<file path="src/rtl/pre_pkg.sv">
package pre_pkg;
   typedef enum logic [3:0] {
      OP_WRITE = 4'd0,
      OP_READ  = 4'd1,
      OP_RMW   = 4'd2
   } op_e;

   localparam logic [7:0] ERR_NONE = 8'd0;
   localparam logic [7:0] ERR_SUB  = 8'd1;
   localparam logic [7:0] ERR_SIZE = 8'd2;
   localparam logic [7:0] ERR_ADDR = 8'd3;
endpackage

</file>
<file path="src/rtl/pre_decode.sv">
// Validates a latched command and derives its register count.
module pre_decode #(
   parameter int REG_COUNT = 32,
   parameter int MAX_REGS  = 5,
   parameter int ADDR_W    = 16,
   localparam int CNT_W    = $clog2(MAX_REGS + 1)
) (
   input  logic [3:0]                 sub_id,
   input  logic [7:0]                 size,
   input  logic [MAX_REGS*ADDR_W-1:0] addr_list,
   output logic                       ok,
   output logic [7:0]                 code,
   output logic [CNT_W-1:0]           count
);
   import pre_pkg::*;

   logic [7:0]          n_raw;
   logic                sub_bad;
   logic                size_bad;
   logic [MAX_REGS-1:0] addr_bad;

   always_comb begin
      sub_bad  = 1'b0;
      size_bad = 1'b0;
      n_raw    = 8'd0;
      unique case (sub_id)
         4'(OP_WRITE): begin
            n_raw    = size / 8'd3;
            size_bad = (size % 8'd3 != 8'd0) || n_raw == 8'd0 || 32'(n_raw) > MAX_REGS;
         end
         4'(OP_READ): begin
            n_raw    = size >> 1;
            size_bad = size[0] || n_raw == 8'd0 || 32'(n_raw) > MAX_REGS;
         end
         4'(OP_RMW): begin
            n_raw    = 8'd1;
            size_bad = size != 8'd4;
         end
         default: sub_bad = 1'b1;
      endcase
   end

   for (genvar j = 0; j < MAX_REGS; j++) begin : g_addr_chk
      assign addr_bad[j] = (32'(n_raw) > j) &&
                           (32'(addr_list[j*ADDR_W +: ADDR_W]) >= REG_COUNT);
   end

   always_comb begin
      if (sub_bad)        code = ERR_SUB;
      else if (size_bad)  code = ERR_SIZE;
      else if (|addr_bad) code = ERR_ADDR;
      else                code = ERR_NONE;
   end

   assign ok    = (code == ERR_NONE);
   assign count = CNT_W'(n_raw);
endmodule

</file>
<file path="src/rtl/pre_regfile.sv">
// Byte-wide register file, one write port and one combinational read port.
module pre_regfile #(
   parameter int REG_COUNT = 32,
   parameter int DATA_W    = 8,
   localparam int IDX_W    = $clog2(REG_COUNT)
) (
   input  logic              clk,
   input  logic              rst_n,
   input  logic              we,
   input  logic [IDX_W-1:0]  idx,
   input  logic [DATA_W-1:0] wdata,
   output logic [DATA_W-1:0] rdata
);
   logic [DATA_W-1:0] mem [REG_COUNT];

   for (genvar r = 0; r < REG_COUNT; r++) begin : g_reg
      always_ff @(posedge clk or negedge rst_n) begin
         if (!rst_n)                          mem[r] <= '0;
         else if (we && 32'(idx) == r)        mem[r] <= wdata;
      end
   end

   assign rdata = mem[idx];
endmodule

</file>
<file path="src/rtl/pre_engine.sv">
// Power register access command engine: top level.
module pre_engine #(
   parameter int          REG_COUNT  = 32,
   parameter int          MAX_REGS   = 5,
   parameter int          ADDR_W     = 16,
   parameter int          WBUF_BYTES = 16,
   parameter int          RBUF_BYTES = 16,
   parameter logic [7:0]  CMD_CODE   = 8'hFF,
   localparam int         IDX_W      = $clog2(REG_COUNT),
   localparam int         CNT_W      = $clog2(MAX_REGS + 1)
) (
   input  logic                    clk,
   input  logic                    rst_n,
   input  logic                    start,
   input  logic [7:0]              cmd_code,
   input  logic [3:0]              sub_id,
   input  logic [7:0]              size,
   input  logic [WBUF_BYTES*8-1:0] wbuf,
   output logic                    done,
   output logic                    error,
   output logic [7:0]              err_code,
   output logic [RBUF_BYTES*8-1:0] rbuf
);
   import pre_pkg::*;

   if (WBUF_BYTES < 3 * MAX_REGS) begin : g_bad_wbuf
      $error("write buffer too small for MAX_REGS");
   end
   if (RBUF_BYTES < MAX_REGS) begin : g_bad_rbuf
      $error("read buffer too small for MAX_REGS");
   end
   if (REG_COUNT != (1 << IDX_W) || IDX_W > ADDR_W) begin : g_bad_count
      $error("REG_COUNT must be a power of two within the address width");
   end

   typedef enum logic {ST_IDLE, ST_RUN} st_e;

   st_e                     st_q;
   logic [3:0]              op_q;
   logic [CNT_W-1:0]        cnt_q, idx_q;
   logic [WBUF_BYTES*8-1:0] wbuf_q;
   logic [RBUF_BYTES*8-1:0] rbuf_q;
   logic                    done_q, err_q;
   logic [7:0]              code_q;

   logic                    busy, accept, last;
   logic                    dec_ok;
   logic [7:0]              dec_code;
   logic [CNT_W-1:0]        dec_cnt;
   logic [IDX_W-1:0]        cur_idx;
   logic [7:0]              rd_byte, wr_byte, rmw_val, rmw_mask, wdata;
   logic                    we;

   assign busy   = (st_q == ST_RUN);
   assign accept = start && (cmd_code == CMD_CODE) && !busy;

   pre_decode #(
      .REG_COUNT(REG_COUNT), .MAX_REGS(MAX_REGS), .ADDR_W(ADDR_W)
   ) i_decode (
      .sub_id   (sub_id),
      .size     (size),
      .addr_list(wbuf[MAX_REGS*ADDR_W-1:0]),
      .ok       (dec_ok),
      .code     (dec_code),
      .count    (dec_cnt)
   );

   // Operand selection for the register handled this cycle.
   assign cur_idx  = wbuf_q[32'(idx_q)*ADDR_W +: IDX_W];
   assign wr_byte  = wbuf_q[(32'(cnt_q)*2 + 32'(idx_q))*8 +: 8];
   assign rmw_val  = wbuf_q[16 +: 8];
   assign rmw_mask = wbuf_q[24 +: 8];
   assign wdata    = (op_q == 4'(OP_RMW)) ? ((rd_byte & ~rmw_mask) | (rmw_val & rmw_mask))
                                          : wr_byte;
   assign we       = busy && (op_q == 4'(OP_WRITE) || op_q == 4'(OP_RMW));
   assign last     = (idx_q == cnt_q - CNT_W'(1));

   pre_regfile #(.REG_COUNT(REG_COUNT), .DATA_W(8)) i_regfile (
      .clk  (clk),
      .rst_n(rst_n),
      .we   (we),
      .idx  (cur_idx),
      .wdata(wdata),
      .rdata(rd_byte)
   );

   always_ff @(posedge clk or negedge rst_n) begin
      if (!rst_n) begin
         st_q   <= ST_IDLE;
         op_q   <= '0;
         cnt_q  <= '0;
         idx_q  <= '0;
         wbuf_q <= '0;
         rbuf_q <= '0;
         done_q <= 1'b0;
         err_q  <= 1'b0;
         code_q <= '0;
      end else begin
         done_q <= 1'b0;
         if (accept) begin
            rbuf_q <= '0;
            wbuf_q <= wbuf;
            op_q   <= sub_id;
            cnt_q  <= dec_cnt;
            idx_q  <= '0;
            if (dec_ok) begin
               st_q   <= ST_RUN;
               err_q  <= 1'b0;
               code_q <= ERR_NONE;
            end else begin
               done_q <= 1'b1;
               err_q  <= 1'b1;
               code_q <= dec_code;
            end
         end else if (busy) begin
            if (op_q == 4'(OP_READ)) rbuf_q[32'(idx_q)*8 +: 8] <= rd_byte;
            if (last) begin
               st_q   <= ST_IDLE;
               done_q <= 1'b1;
            end else begin
               idx_q <= idx_q + CNT_W'(1);
            end
         end
      end
   end

   assign done     = done_q;
   assign error    = err_q;
   assign err_code = code_q;
   assign rbuf     = rbuf_q;
endmodule

</file>
<file path="config.mk">
export PLATFORM = sky130hd
export DESIGN_NAME = pre_engine
export DESIGN_NICKNAME = d
export VERILOG_FILES = /design/src/rtl/pre_pkg.sv /design/src/rtl/pre_decode.sv /design/src/rtl/pre_regfile.sv /design/src/rtl/pre_engine.sv
export SDC_FILE = /design/constraint.sdc
export NUM_CORES = 1
export LEC_CHECK = 0
export BUFFER_PORTS_ARGS = -buffer_cell sky130_fd_sc_hd__buf_2
export CORE_MARGIN = 3
export CORE_UTILIZATION = 40
export DETAILED_ROUTE_END_ITERATION = 8
export PLACE_DENSITY_LB_ADDON = 0.2
export SYNTH_ARGS = -nofsm -noshare
export SYNTH_HDL_FRONTEND = slang
export SYNTH_SLANG_ARGS = --single-unit
</file>
<file path="constraint.sdc">
create_clock -name clk -period 4 [get_ports clk]
set_input_delay 0.6 -clock clk [delete_from_list [all_inputs] [get_ports clk]]
set_output_delay 0.6 -clock clk [all_outputs]
set_load 0.01 [all_outputs]
</file>
==> summary.md <==
| Metric | Value |
|---|---|
| Run status | `completed` |
| DIE HEIGHT | `254.0 µm` |
| Max-slew violation count | `0` |
| Placed Cells | `3442` |
| Worst-margin pin slew | `0.8153 ns` |
| Core Area | `60580 µm²` |
| Most numerous cell in the Yosys netlist | `dfrtp_1` |
| PortBufs | `282` |
| Final Hold Viols | `0` |
| Power per Cell Area | `410.7 nW/µm²` |
| Register area share after synthesis | `53.61%` |
| Total track usage | `22.87%` |
| Starting Density | `40.61%` |
| Logic gate share of total power | `8.4%` |
| Asr flop ratio synth | `100.0%` |
| Netlist Area Pre-Place | `24600 µm²` |
| Clk_skew | `0.02683 ns` |
| Min Hold Slack | `0.02066 ns` |
| TritonCTS buffer count | `57` |
| Wire per inst | `20.62 µm` |
| Top-area cell type share of the netlist area | `53.61%` |
| Peak Freq | `0.2544 GHz` |
| Fraction of layout cells with a size suffix above 1 | `24.92%` |
| Fill cells | `5647` |
| RSZ-0062 raised after global routing | `false` |
| Overall power | `12.04 mW` |
| Int Pwr | `9.102 mW` |
| Routed vias | `19.19k` |
| Worst vdd ir | `0.3362 mV` |
| Clock power frac | `45.6%` |
| DRC errors left | `0` |
| Row count | `90` |
| Vias in the first global route | `19.30k` |
| Initial antenna violation count | `1` |
| Number of synthesized flops with an enable pin | `0` |
| I/O pin total | `289` |
| Total of max-cap violations | `0` |
| Synthesized area per cell | `10.14 µm²` |
| Yosys top cell by area | `dfrtp_1` |
| DP Wirelength | `51440 µm` |
| Post-CTS setup buffers | `0` |
| Most frequent cells after synthesis | `dfrtp_1 (527), nand2_1 (520), nor2_1 (312)` |
| Post-synthesis cell type count | `72` |
| CTS Buffer Depth | `3` |
| Nets@finish | `2882` |
| Multi-input gate area | `10650 µm²` |
| Final Core Density | `48.41%` |
| Crit path time final | `3.931 ns` |
| First-pass GRT wire length | `114600 µm` |
| Setup TNS | `0 ns` |
| Die W | `254.0 µm` |
| Crit path kind | `reg2reg` |
| Root Buffer | `clkbuf_16` |
| Via density per instance | `5.408` |
| Non-Filler Instances | `3548` |
| Routed Wire Length | `73160 µm` |
| Slew HR | `44.96%` |
| Die area | `64510 µm²` |
| Max H-tree Level | `2` |
| Synth Register Bits | `527` |
| CTS Sinks | `527` |
| Initial DRT Pass Iterations | `6` |
| Crit-path max FO | `29` |
| CTS resizes | `0` |
| Switching portion of total power | `24.42%` |
| Startpoint Class | `register` |
| Crit path arrival time | `4.43 ns` |
| RR Startpoint | `idx_q[1]` |
| Initial DRC Count | `1381` |
| Reg area | `13190 µm²` |
| Total congestion overflow | `0` |
| Worst-path clk slew | `0.06 ns` |
| TritonCTS clock tree | `done` |
| Finish-stage setup viols | `0` |
| Leakage | `13.93 nW` |
| Main flop type after synthesis | `dfrtp_1` |
| Path category of the worst min-delay check | `in2async` |
| CP startpoint | `idx_q[1]` |
| Largest net degree at the start of global routing | `152` |
| Psw | `2.942 mW` |
| Sequential Power Share | `46.0%` |
| Critical path capture point type | `register` |
| CP required | `4.50 ns` |
| Skew-Pair Late Insertion Delay | `0.63 ns` |
| Final period utilization | `98.28%` |
| Syn-to-layout area delta | `19.22%` |
| Synth warnings | `0` |
| Hold_buf cts | `0` |
| Syn Inst Count | `2425` |
| Top cells by area, synth | `dfrtp_1 (54%), nand2_1 (7.9%), mux4_2 (7.1%)` |
| GP Congestion | `0.9344` |
| Post-route ant nets | `0` |
-- cell families after synthesis --
group                    after synthesis  synth area share [%]
other                                  1               0.01524
AND/OR/NAND/NOR                     1052                 18.26
multiplexers                         160                 10.50
XOR/XNOR                              12                0.4273
buffers and inverters                175                 3.509
adder cells (fa/ha/maj)               12                0.6409
flip-flops                           527                 53.61
AO/OA/AOI/OAI                        486                 13.04
-- final timing paths --
check	end	slack [ns]	cells after the start
hold reg to reg	wbuf_q[104]	0.47	2
setup reg to reg	i_regfile.mem[166]	0.07	10
setup / recovery	i_regfile.mem[166]	0.07	10
max in group asynchronous	rbuf[33]	2.86	2
hold / removal	i_regfile.mem[226]	0.02	1
min in group clk	wbuf_q[95]	0.17	3
-- flip-flops by register name, indices dropped and copies added (netlist names) --
name / cells
done: 1
idx_q: 3
err_code: 2
op_q: 4
rbuf: 128
error: 1
i_regfile.mem: 256
busy: 1
wbuf_q: 128
cnt_q: 3
-- area by class of cell --
| type | count | area share, % |
|---|---|---|
| diodes | 1 | 0.008533 |
| clock buffers | 81 | 5.615 |
| clock inverters | 24 | 1.105 |
| inverters | 12 | 0.1536 |
| multi-input cells | 1728 | 36.31 |
| flip-flops and latches | 527 | 44.97 |
| well taps | 782 | 3.336 |
| repair buffers | 393 | 8.499 |
-- cell usage in the layout (no fill, tap or decap), types with 5 or more instances in the layout --
master     Yosys  routed
dfrtp_1      527     526
nand2_1      520     520
nor2_1       312     312
buf_2         21     281
a21oi_1      195     195
buf_4         22      92
a21oi_2       90      90
o21ai_0       88      88
mux4_2        78      78
mux2i_1       78      77
and2_1        60      60
clkbuf_16      0      57
nand3_1       41      41
nand2b_1      29      29
buf_12         0      19
a22oi_1       16      16
o211ai_1      16      16
a32oi_1       15      15
nor3_1        14      14
nor2b_1       16      13
clkbuf_8       0      13
nor4_1        13      12
clkinv_2       0      12
inv_1         11      11
clkbuf_1      95      11
ha_1          11      10
nand4_1        9       9
xnor2_1        9       8
and4_1         8       8
o22ai_1        6       6
a31oi_1        7       6
conb_1         1       6
bufinv_16      0       6
or3_1          5       5
-- critical path, cell delays in order, from the launching register on --
cell      delay (ns)
dfrtp_1         0.58
mux4_2          0.68
mux2_4          0.40
buf_12          0.21
mux4_2          0.33
o211ai_1        0.49
and4_1          0.35
nand2b_2        0.09
a32oi_4         0.29
buf_12          0.25
a21oi_1         0.10
-- routing by layer --
metal / vias to the layer above / share of wire, % / global-route usage, %
li1: 8926 / - / -
met2: 561 / 48 / 37.53
met3: 113 / 5.3 / 3.193
met4: 0 / 2.6 / 6.619
met1: 9588 / 44 / 31.86
met5: - / 0 / 0
-- per-stage QoR --
stage	setup slack, ns	instance area [µm²]
floorplan	0.009088	24720
global placement	0.09121	27350
detailed placement	-0.01718	27350
CTS	0.1320	29320
global route	0.004286	29330
finish	0.06867	29330
-- power groups by stage --
stage | clock (mW) | sequential (mW) | combinational, mW
floorplan | 0 | 5.64 | 0.493
global placement | 0 | 5.63 | 1.00
CTS | 5.62 | 5.54 | 1.02
finish | 5.49 | 5.54 | 1.01
detailed placement | 0 | 5.64 | 1.02
global route | 5.84 | 5.55 | 1.10
Note: power is estimated with default switching activity, not from simulation.
